`config.mk`:
```
export PLATFORM = sky130hd
export DESIGN_NAME = busown_arbiter
export DESIGN_NICKNAME = d
export VERILOG_FILES = /design/src/rtl/busown_pkg.sv /design/src/rtl/busown_sync.sv /design/src/rtl/busown_fsm.sv /design/src/rtl/busown_cs_track.sv /design/src/rtl/busown_drive.sv /design/src/rtl/busown_arbiter.sv
export SDC_FILE = /design/constraint.sdc
export NUM_CORES = 1
export LEC_CHECK = 0
export BUFFER_PORTS_ARGS = -buffer_cell sky130_fd_sc_hd__buf_2
export CELL_PAD_IN_SITES_DETAIL_PLACEMENT = 1
export CELL_PAD_IN_SITES_GLOBAL_PLACEMENT = 2
export CORE_MARGIN = 3
export CORE_UTILIZATION = 21
export DETAILED_ROUTE_END_ITERATION = 16
export PLACE_DENSITY_LB_ADDON = 0.1
export SLEW_MARGIN = 20
export SYNTH_ARGS = -nofsm -noshare
export SYNTH_HDL_FRONTEND = slang
export SYNTH_HIERARCHICAL = 1
export SYNTH_SLANG_ARGS = --single-unit
```
`constraint.sdc`:
```
create_clock -name clk -period 3.7 [get_ports clk]
set_clock_uncertainty 0.1 [all_clocks]
set_input_delay 0.74 -clock clk [delete_from_list [all_inputs] [get_ports clk]]
set_output_delay 0.74 -clock clk [all_outputs]
set_load 0.1 [all_outputs]
```
`src/rtl/busown_pkg.sv`:
```
`timescale 1ns/1ps
package busown_pkg;
   typedef enum logic [2:0] {
      ST_IDLE     = 3'd0,
      ST_WAIT_END = 3'd1,
      ST_RELEASE  = 3'd2,
      ST_HOLD     = 3'd3,
      ST_RECLAIM  = 3'd4
   } own_state_t;
endpackage

```
`src/rtl/busown_sync.sv`:
```
`timescale 1ns/1ps
module busown_sync #(
   parameter int STAGES = 2
) (
   input  logic clk,
   input  logic rst_n,
   input  logic d_async,
   output logic q_sync
);
   if (STAGES < 2) begin : g_bad_stages
      $error("busown_sync: STAGES must be at least 2");
   end

   logic [STAGES-1:0] chain;

   for (genvar i = 0; i < STAGES; i++) begin : g_stage
      if (i == 0) begin : g_first
         always_ff @(posedge clk or negedge rst_n) begin
            if (!rst_n) chain[0] <= 1'b0;
            else        chain[0] <= d_async;
         end
      end else begin : g_next
         always_ff @(posedge clk or negedge rst_n) begin
            if (!rst_n) chain[i] <= 1'b0;
            else        chain[i] <= chain[i-1];
         end
      end
   end

   assign q_sync = chain[STAGES-1];
endmodule

```
`src/rtl/busown_fsm.sv`:
```
`timescale 1ns/1ps
module busown_fsm
   import busown_pkg::*;
(
   input  logic       clk,
   input  logic       rst_n,
   input  logic       req_s,
   input  logic       cyc_busy,
   input  logic       cyc_done,
   output own_state_t state,
   output logic       bus_own,
   output logic       hold_ack,
   output logic       stall
);
   own_state_t nxt;
   logic       cycle_open;

   assign cycle_open = cyc_busy && !cyc_done;

   always_comb begin
      nxt = state;
      unique case (state)
         ST_IDLE: begin
            if (req_s) nxt = cycle_open ? ST_WAIT_END : ST_RELEASE;
         end
         ST_WAIT_END: begin
            if (!req_s)        nxt = ST_IDLE;
            else if (cyc_done) nxt = ST_RELEASE;
         end
         ST_RELEASE: begin
            nxt = req_s ? ST_HOLD : ST_RECLAIM;
         end
         ST_HOLD: begin
            if (!req_s) nxt = ST_RECLAIM;
         end
         ST_RECLAIM: begin
            nxt = ST_IDLE;
         end
         default: nxt = ST_IDLE;
      endcase
   end

   always_ff @(posedge clk or negedge rst_n) begin
      if (!rst_n) state <= ST_IDLE;
      else        state <= nxt;
   end

   assign bus_own  = (state == ST_IDLE) || (state == ST_WAIT_END);
   assign hold_ack = (state == ST_HOLD);
   assign stall    = req_s || (state != ST_IDLE);

   // acknowledge only rises after a cycle with the drivers off
   assert_ack_after_release_R5: assert property (@(posedge clk) disable iff (!rst_n)
      $rose(hold_ack) |-> $past(!bus_own));

   // drivers still off in the cycle acknowledge falls
   assert_ack_falls_first_R7: assert property (@(posedge clk) disable iff (!rst_n)
      $fell(hold_ack) |-> !bus_own);

   // the bus is only given up on a cycle boundary or an idle bus
   assert_release_on_boundary_R4: assert property (@(posedge clk) disable iff (!rst_n)
      $fell(bus_own) |-> $past(!cyc_busy || cyc_done));

   // the sequencer is held off for the whole grant
   assert_stall_in_hold_R6: assert property (@(posedge clk) disable iff (!rst_n)
      hold_ack |-> stall);
endmodule

```
`src/rtl/busown_cs_track.sv`:
```
`timescale 1ns/1ps
module busown_cs_track #(
   parameter int NBLK  = 4,
   parameter int BLK_W = 2
) (
   input  logic             clk,
   input  logic             rst_n,
   input  logic             start_ok,
   input  logic [BLK_W-1:0] blk,
   input  logic             done,
   output logic [NBLK-1:0]  cs_act
);
   for (genvar n = 0; n < NBLK; n++) begin : g_blk
      logic hit;
      assign hit = (blk == BLK_W'(n));
      always_ff @(posedge clk or negedge rst_n) begin
         if (!rst_n)        cs_act[n] <= 1'b0;
         else if (start_ok) cs_act[n] <= hit;
         else if (done)     cs_act[n] <= 1'b0;
      end
   end

   // never more than one block selected
   assert_cs_onehot_R8: assert property (@(posedge clk) disable iff (!rst_n)
      $onehot0(cs_act));
endmodule

```
`src/rtl/busown_drive.sv`:
```
`timescale 1ns/1ps
module busown_drive #(
   parameter int AD_W  = 16,
   parameter int NSTRB = 4,
   parameter int NBLK  = 4
) (
   input  logic             bus_own,
   input  logic [NSTRB-1:0] loc_strb_n,
   input  logic [NBLK-1:0]  cs_act,
   output logic [AD_W-1:0]  ad_oe,
   output logic [NSTRB-1:0] strb_n,
   output logic [NSTRB-1:0] strb_oe,
   output logic [NBLK-1:0]  cs_n,
   output logic [NBLK-1:0]  cs_oe
);
   for (genvar i = 0; i < AD_W; i++) begin : g_ad
      assign ad_oe[i] = bus_own;
   end

   for (genvar i = 0; i < NSTRB; i++) begin : g_strb
      assign strb_oe[i] = bus_own;
      assign strb_n[i]  = bus_own ? loc_strb_n[i] : 1'b1;
   end

   for (genvar i = 0; i < NBLK; i++) begin : g_cs
      assign cs_oe[i] = bus_own;
      assign cs_n[i]  = !(bus_own && cs_act[i]);
   end
endmodule

```
`src/rtl/busown_arbiter.sv`:
```
`timescale 1ns/1ps
module busown_arbiter
   import busown_pkg::*;
#(
   parameter int AD_W        = 16,
   parameter int NSTRB       = 4,
   parameter int NBLK        = 4,
   parameter int SYNC_STAGES = 2,
   localparam int BLK_W      = (NBLK > 1) ? $clog2(NBLK) : 1
) (
   input  logic             clk,
   input  logic             rst_n,
   input  logic             hold_req_async,
   input  logic             cyc_busy,
   input  logic             cyc_done,
   input  logic             cyc_start,
   input  logic [BLK_W-1:0] cyc_blk,
   input  logic [NSTRB-1:0] loc_strb_n,
   output logic [AD_W-1:0]  ad_oe,
   output logic [NSTRB-1:0] strb_n,
   output logic [NSTRB-1:0] strb_oe,
   output logic [NBLK-1:0]  cs_n,
   output logic [NBLK-1:0]  cs_oe,
   output logic             hold_ack,
   output logic             seq_stall
);
   if (AD_W < 1 || NSTRB < 1 || NBLK < 1) begin : g_bad_width
      $error("busown_arbiter: widths and counts must be positive");
   end

   logic       req_s;
   logic       bus_own;
   logic       start_ok;
   own_state_t state;
   logic [NBLK-1:0] cs_act;

   busown_sync #(.STAGES(SYNC_STAGES)) u_sync (
      .clk     (clk),
      .rst_n   (rst_n),
      .d_async (hold_req_async),
      .q_sync  (req_s)
   );

   busown_fsm u_fsm (
      .clk      (clk),
      .rst_n    (rst_n),
      .req_s    (req_s),
      .cyc_busy (cyc_busy),
      .cyc_done (cyc_done),
      .state    (state),
      .bus_own  (bus_own),
      .hold_ack (hold_ack),
      .stall    (seq_stall)
   );

   assign start_ok = cyc_start && !seq_stall;

   busown_cs_track #(.NBLK(NBLK), .BLK_W(BLK_W)) u_cs (
      .clk      (clk),
      .rst_n    (rst_n),
      .start_ok (start_ok),
      .blk      (cyc_blk),
      .done     (cyc_done),
      .cs_act   (cs_act)
   );

   busown_drive #(.AD_W(AD_W), .NSTRB(NSTRB), .NBLK(NBLK)) u_drive (
      .bus_own    (bus_own),
      .loc_strb_n (loc_strb_n),
      .cs_act     (cs_act),
      .ad_oe      (ad_oe),
      .strb_n     (strb_n),
      .strb_oe    (strb_oe),
      .cs_n       (cs_n),
      .cs_oe      (cs_oe)
   );

   // no acknowledge while any bus or strobe driver is on
   assert_ack_with_drivers_off_R5: assert property (@(posedge clk) disable iff (!rst_n)
      hold_ack |-> (ad_oe == '0) && (strb_oe == '0));

   // chip selects quiet whenever the bus is not owned
   assert_cs_quiet_when_released_R8: assert property (@(posedge clk) disable iff (!rst_n)
      (cs_oe == '0) |-> (cs_n == '1));

   // released strobes read inactive
   assert_strobe_idle_when_released_R9: assert property (@(posedge clk) disable iff (!rst_n)
      (strb_oe == '0) |-> (strb_n == '1));
endmodule

```
[After elaboration in Yosys (flattened, before gate mapping)]
Cells that the tools add are included.
Storage, ports and cells
  flip-flop bits (word level): 9
  word-level logic and storage cells: 51
  input port bits: 12
Operators by class
  reduce and logical (&&, ||, !) cells: 19
  muxes and demuxes: 16
  eq/ne operators: 9
Operators by type and width (count)
  $mux W3: 5
  $pmux W3 S4: 1
  $mux W1: 9
  $eq A3 B2 Y1 const B: 2
  $logic_and A1 B1 Y1: 6
  $logic_not A1 Y1: 6
  $eq A2 B2 Y1 const B: 2
  $ne A2 B2 Y1 const B: 2
  $eq A3 B1 Y1 const B: 1
  $logic_not A3 Y1: 1
  $ne A3 B3 Y1 const B: 1
  $reduce_and A3 Y1: 1
  $reduce_bool A3 Y1: 1
  $eq A2 B1 Y1 const B: 1
  $logic_not A2 Y1: 1
  $logic_or A1 B1 Y1: 2
  $mux W2: 1
  $reduce_bool A2 Y1: 1

[Depth between registers and ports, before layout]
Gate-level depths: netlist of run 1.
  depth after elaboration: 5
  depth in mapped cells: 5

[Hierarchy]
The synthesis of run 1 kept the hierarchy.
Modules (own cells, without submodules)
  busown_drive: area each 220.2 µm², cells each 32, times used 1
  busown_cs_track: area each 155.1 µm², cells each 12, times used 1
  busown_fsm: area each 138.9 µm², cells each 13, times used 1
  busown_sync: area each 50.0 µm², cells each 2, times used 1
  busown_arbiter: area each 13.8 µm², cells each 1, times used 1

[Worst setup path before layout of run 1]
No wires, ideal clock.
  path type: register to register
  start point: reg u_fsm.state[1]
  end point: reg u_cs.cs_act[0]
  library setup time: 0.121 ns
  data arrival time: 3.150 ns
  setup slack: 0.329 ns
  stages on the path, launching flop included: 6
  cell sequence: dfrtp_1 > nor2_1 > nand2_1 > nor2b_4 > nor2_2 > a22o_1
On the way
  word-level cells in the longest chain between the ends: 5
RTL lines
  start, declared: line busown_fsm.sv:10  | output own_state_t state,
  start signal, assigned: line busown_fsm.sv:45  | else state <= nxt;
  $reduce_bool A3 Y1 (*): line busown_fsm.sv:50  | assign stall = req_s || (state != ST_IDLE);
  $logic_or A1 B1 Y1 (*): line busown_fsm.sv:50
  named net seq_stall: line busown_arbiter.sv:25  | output logic seq_stall
  $logic_not A1 Y1 (*): line busown_arbiter.sv:56  | assign start_ok = cyc_start && !seq_stall;
  $logic_and A1 B1 Y1 (*): line busown_arbiter.sv:56
  named net start_ok: line busown_arbiter.sv:33  | logic start_ok;
  $mux W1 or $reduce_bool A2 Y1 (tied branches)
  end signal, assigned by index: line busown_cs_track.sv:18  | else if (start_ok) cs_act[n] <= hit;
  end, declared: line busown_cs_track.sv:11  | output logic [NBLK-1:0] cs_act
Mark *: on every way through the listed nets, which the timed path passes. The rest lies on a longest branch.
A chain may end at the register's enable or synchronous reset.

[Worst setup path in the final report of run 1]
  start point: reg u_fsm.state[1]
  end point: out ad_oe[2]
On the way
  word-level cells in the longest chain between the ends: 2
RTL lines
  $eq A3 B1 Y1 or $logic_not A3 Y1 (tied branches): line busown_fsm.sv:48  | assign bus_own = (state == ST_IDLE) || (state == ST_WAIT_END);
  $logic_or A1 B1 Y1 (*): line busown_fsm.sv:48
  end, declared: line busown_arbiter.sv:19  | output logic [AD_W-1:0] ad_oe,
Mark *: on every way between the ends. The rest lies on a longest branch, timed or not.

==> flow_summary.toml, run 1 <==
[outcome]
status = "finished, final reports clean"

[synth]
ys_top_cells_by_area = "dfrtp_1 39%, buf_4 31%, nand2b_1 4.3%, nand2_1 3.9%, a32o_1 3.5%"
async_reset_ff_share_pct = 100.0
avgSynthCellArea_sq_um = 9.634
synth_nets = 72
ys_seq_area_share_pct = 38.96
syn_area_sq_um = 578.1
yosysTopAreaCell = "dfrtp_1"
synth.distinct_cells = 16
synth_most_common_cell = "buf_4"
synth_seq_cells = 9
synth_top_cell_area_share_pct = 38.96
yosysWarnings = 6
syn-instance-count = 60
ys_top_cells_by_count = "24 x buf_4, 9 x dfrtp_1, 6 x nand2_1"
ys.flop_type = "dfrtp_1"
synth_edf_count = 0

[clock_network]
insertion_delay_ns = 0.26
cts_repair_resize_count = 0
clock_sinks = 9
cts.clk_slew.worst_paths_ns = 0.06
cts-hold-fix-buffers = 0
post-cts-setup-buffers = 0
cts_buffers = 3
cts_tree = "done"
htree_num_levels = 1
clk_path_buf_depth = 2
clockRootBuffer = "clkbuf_4"

[grt]
grt_max_degree = 34
first_global_vias = 422
track_usage_pct = 7.472
grt_pass1_wl_um = 1911
antenna_found_initial = 0
gr-total-overflow = 0

[floorplanning]
ioPinCount = 46
dieHeight_um = 58.47
core_sq_mm = 0.002545
die_w_um = 58.47
die_area_sq_mm = 0.003418
initial_core_util_pct = 22.71
rows = 18

[critical_path]
cp_num_buf_inv = 2
cpMaxStageDelayCell = "buf_2"
required_ns = 2.86
critPathArrivalTime_ns = 1.53
critPathCaptureType = "output pin"
crit_chain = "nor2_1 -> buf_4 -> buf_2"
crit_type = "register to output pin"
crit_family = "buffers and inverters"
start_kind = "register"
critPathMaxStageDelay_ns = 0.48
path_max_fanout = 33

[sta]
period_share_pct = 64.19
fin_crit_ns = 2.375
fin_tns_setup_ns = 0
tightestPinTransition_ns = 0.4954
rsz0062_at_grt = "false"
max_freq_ghz = 0.4211
hold_violations = 0
slew_headroom_pct = 67.20
drv_slew = 0
setup_violations = 0

[layout]
finalNetCount = 99
drive_gt1_share_pct = 60.47
stdcell_count = 116
fin_util_pct = 27.29
fillCellCount = 322
diodes = 0
area_delta_synth_final_pct = 20.13

[drt]
firstDrtPassIters = 4
drc = 0
ant_nets = 0
routed_wl_um = 1289
vias = 457
initialDrtViolationCount = 2
post_drt_wl_per_cell_um = 11.11
avgViaCountPerCell = 3.940

[placement]
dp.cells = 112
gp_congestion = 0.6941
io_buffers = 45
hpwl_um = 1016

[job]
maxCapViolations = 0

[power_and_ir_drop]
power.total_uw = 549.8
vdd.ir_drop.worst_mv = 0.2665
power_density_mw_per_mm2 = 791.7
p_leak_uw = 0.0003772

[min_path]
hp-class = "input port to asynchronous set/reset pin"
[cell type report]
cell class / instances / area, sq um / share of cell area (%)
inverter: 2 / 7.507 / 1.081
timing repair buffer: 46 / 232.7 / 33.51
tap: 30 / 37.54 / 5.405
clock buffer: 4 / 26.28 / 3.784
multi-input combinational: 25 / 165.2 / 23.78
sequential: 9 / 225.2 / 32.43
[placed cells by master, fill, tap and decap left out, types with 2 or more instances in the layout]
cell      synthesis  final
buf_2             0     45
dfrtp_1           9      9
nand2_1           6      6
nor2_1            4      4
nand2b_1          4      4
clkbuf_4          0      3
a32o_1            2      2
inv_1             2      2
[through the flow]
stage,hold slack [ns],cell area [sq um],worst slack [ns]
after floorplan,0.2312,578.1,0.3286
after global placement,0.2370,668.1,1.544
after detailed placement,0.2379,668.1,1.526
after CTS,0.2193,694.4,1.281
after global routing,0.2226,694.4,1.144
final,0.2213,694.4,1.325
[metal layers]
| layer | vias up | part of all wire (%) | global-route usage (%) | wire length [um] |
|---|---|---|---|---|
| met4 | 0 | 0.47 | 4.967 | 6 |
| met5 | - | 0 | 0 | 0 |
| met2 | 25 | 47 | 11.16 | 603 |
| met3 | 2 | 9.2 | 1.316 | 119 |
| met1 | 205 | 43 | 9.772 | 559 |
| li1 | 225 | - | - | - |
[report_power, final]
group / leakage [uW] / internal [uW] / switching, uW
sequential: 0.000117 / 104 / 4.29
combinational: 0.000245 / 39.7 / 327
clock: 0.0000150 / 41.5 / 32.9
[state kept, by name (all words and copies together), names as in the netlist]
signal / flops
u_cs/cs_act: 4
u_fsm/state: 3
u_sync/chain: 1
u_sync/q_sync: 1
[cells by family after synthesis]
| kind of cell | count (synthesis) | synth area share, % |
|---|---|---|
| flip-flops | 9 | 38.96 |
| AND/OR/NAND/NOR | 18 | 16.88 |
| AO/OA/AOI/OAI | 7 | 11.69 |
| buffers and inverters | 26 | 32.47 |
[worst paths after layout]
| kind | start | to | slack (ns) | depth (start not counted) |
|---|---|---|---|---|
| setup / recovery | u_fsm/state[1] | ad_oe[2] | 1.33 | 3 |
| hold / removal | rst_n | u_fsm/state[0] | 0.22 | 1 |
| setup reg to reg | u_fsm/state[1] | u_cs/cs_act[0] | 2.05 | 6 |
| hold reg to reg | u_sync/chain[0] | u_sync/q_sync | 0.25 | 0 |
| max in group asynchronous | rst_n | u_sync/chain[0] | 3.09 | 1 |
| min in group clk | u_sync/chain[0] | u_sync/q_sync | 0.25 | 0 |
No activity file was read; power rests on OpenSTA's default activity.
==> inputs of run 2 (changes only) <==
--- a/config.mk
+++ b/config.mk
@@ -9,7 +9,7 @@
 export CELL_PAD_IN_SITES_DETAIL_PLACEMENT = 1
 export CELL_PAD_IN_SITES_GLOBAL_PLACEMENT = 2
 export CORE_MARGIN = 3
-export CORE_UTILIZATION = 21
+export CORE_UTILIZATION = 19
 export DETAILED_ROUTE_END_ITERATION = 16
 export PLACE_DENSITY_LB_ADDON = 0.1
 export SLEW_MARGIN = 20
==> constraint.sdc (replaced) <==
create_clock -name clk -period 2.3 [get_ports clk]
set_clock_uncertainty 0.1 [all_clocks]
set_input_delay 0.46 -clock clk [delete_from_list [all_inputs] [get_ports clk]]
set_output_delay 0.46 -clock clk [all_outputs]
set_load 0.1 [all_outputs]
==> run 2 against run 1 <==
Effect of this change: total power grew 77%; critical path depth is the same; global-route usage down 0.49 points; first-iteration DRC count increased to 8.0 times the previous value; count of clock-buffer cells in the layout fell by 1; wire length up 5.0%; cell count grew 1.7%; sequential share of layout area is 6.4 points lower; die area is 9.4% higher; combinational power up 84%; clock power rose by 60%; highest routed layer is now met3.
==> flow_summary.toml, run 2 (synthesis results as in run 1) <==
[power_and_ir_drop]
vdd.ir_drop.worst_mv = 0.2663
power.total_uw = 970.4
p_leak_uw = 0.0004436
power_density_mw_per_mm2 = 1122

[clock_network]
cts_repair_resize_count = 0
post-cts-setup-buffers = 0
htree_num_levels = 1
cts_buffers = 3
cts-hold-fix-buffers = 1
cts_tree = "done"
clock_sinks = 9
clk_path_buf_depth = 2
insertion_delay_ns = 0.26
clockRootBuffer = "clkbuf_4"
cts.clk_slew.worst_paths_ns = 0.06

[floorplanning]
core_sq_mm = 0.002829
initial_core_util_pct = 20.43
dieHeight_um = 61.16
die_w_um = 61.16
rows = 19
ioPinCount = 46
die_area_sq_mm = 0.003740

[sta]
fin_crit_ns = 2.100
hold_violations = 0
tightestPinTransition_ns = 0.4903
rsz0062_at_grt = "false"
drv_slew = 0
slew_headroom_pct = 67.54
max_freq_ghz = 0.4761
period_share_pct = 91.32
setup_violations = 0
fin_tns_setup_ns = 0
hold_slack_ns = 0.2046

[grt]
antenna_found_initial = 0
gr-total-overflow = 0
first_global_vias = 427
grt_max_degree = 34
track_usage_pct = 6.986
grt_pass1_wl_um = 1904

[layout]
diodes = 0
drive_gt1_share_pct = 63.22
largest_register = "u_cs/cs_act"
layout_commonest_cell = "buf_2"
largest_reg_flops = 4
largest_registers = "u_cs/cs_act x4, u_fsm/state x3"
area_delta_synth_final_pct = 49.57
layout_common_cells = "36 x buf_2, 10 x buf_12, 9 x dfrtp_1"
finalNetCount = 100

[critical_path]
cpMaxStageDelayCell = "buf_2"
crit_type = "register to output pin"
crit_family = "buffers and inverters"
required_ns = 1.74
cp_num_buf_inv = 2
path_max_fanout = 33
rr_worst_depth = 6
start_kind = "register"
crit_chain = "nor2_4 -> buf_12 -> buf_2"
critPathArrivalTime_ns = 1.54
critPathCaptureType = "output pin"
critPathMaxStageDelay_ns = 0.46
path_depth = 3

[drt]
post_drt_wl_per_cell_um = 11.47
avgViaCountPerCell = 3.983
initialDrtViolationCount = 16
firstDrtPassIters = 2
drc = 0
vias = 470
routed_wl_um = 1353
ant_nets = 0

[placement]
hpwl_um = 1073
gp_congestion = 0.7149
io_buffers = 45

[min_path]
hp-class = "input port to register"
holdPathStages = 1

[outcome]
status = "finished, final reports clean"

[job]
maxCapViolations = 0
run 2: area by class of cell:
cell class,instances,area (sq um)
timing repair buffer,47,390.4
multi-input combinational,25,175.2
clock buffer,3,22.52
fill,331,1964
clock inverter,1,5.005
sequential,9,225.2
tap,31,38.79
inverter,2,7.507
run 2: final timing paths:
path	startpoint	endpoint	slack, ns
worst min-delay path	hold_req_async	u_sync/chain[0]	0.20
worst min register to register	u_sync/chain[0]	u_sync/q_sync	0.25
min in group asynchronous	rst_n	u_cs/cs_act[2]	0.48
max in group asynchronous	rst_n	u_cs/cs_act[0]	1.44
worst max-delay path	u_fsm/state[1]	ad_oe[1]	0.20
worst max register to register	u_fsm/state[1]	u_cs/cs_act[0]	0.67
run 2: layer usage:
| metal | vias to the layer above | track usage [%] | share of wire, % |
|---|---|---|---|
| li1 | 229 | - | - |
| met1 | 218 | 8.386 | 43 |
| met2 | 23 | 11.33 | 49 |
| met3 | 0 | 1.258 | 7.1 |
| met4 | 0 | 4.644 | 0 |
| met5 | - | 0 | 0 |
run 2: metrics by stage:
| stage | setup slack [ns] | utilization [%] | area [sq um] | cells |
|---|---|---|---|---|
| 2_1_floorplan | 0.1787 | - | 588.1 | 60 |
| 5_1_grt | 0.1204 | 30.56 | 864.6 | 118 |
| 3_3_place_gp | 0.4906 | 29.23 | 827.0 | 113 |
| 4_1_cts | 0.1763 | 30.56 | 864.6 | 118 |
| 3_5_place_dp | 0.4696 | 29.23 | 827.0 | 113 |
| 6_report | 0.1996 | 30.56 | 864.6 | 118 |
run 2: where the power goes:
part           internal, uW  switching (uW)
sequential              167            8.49
clock                  64.1            55.3
combinational           133             542
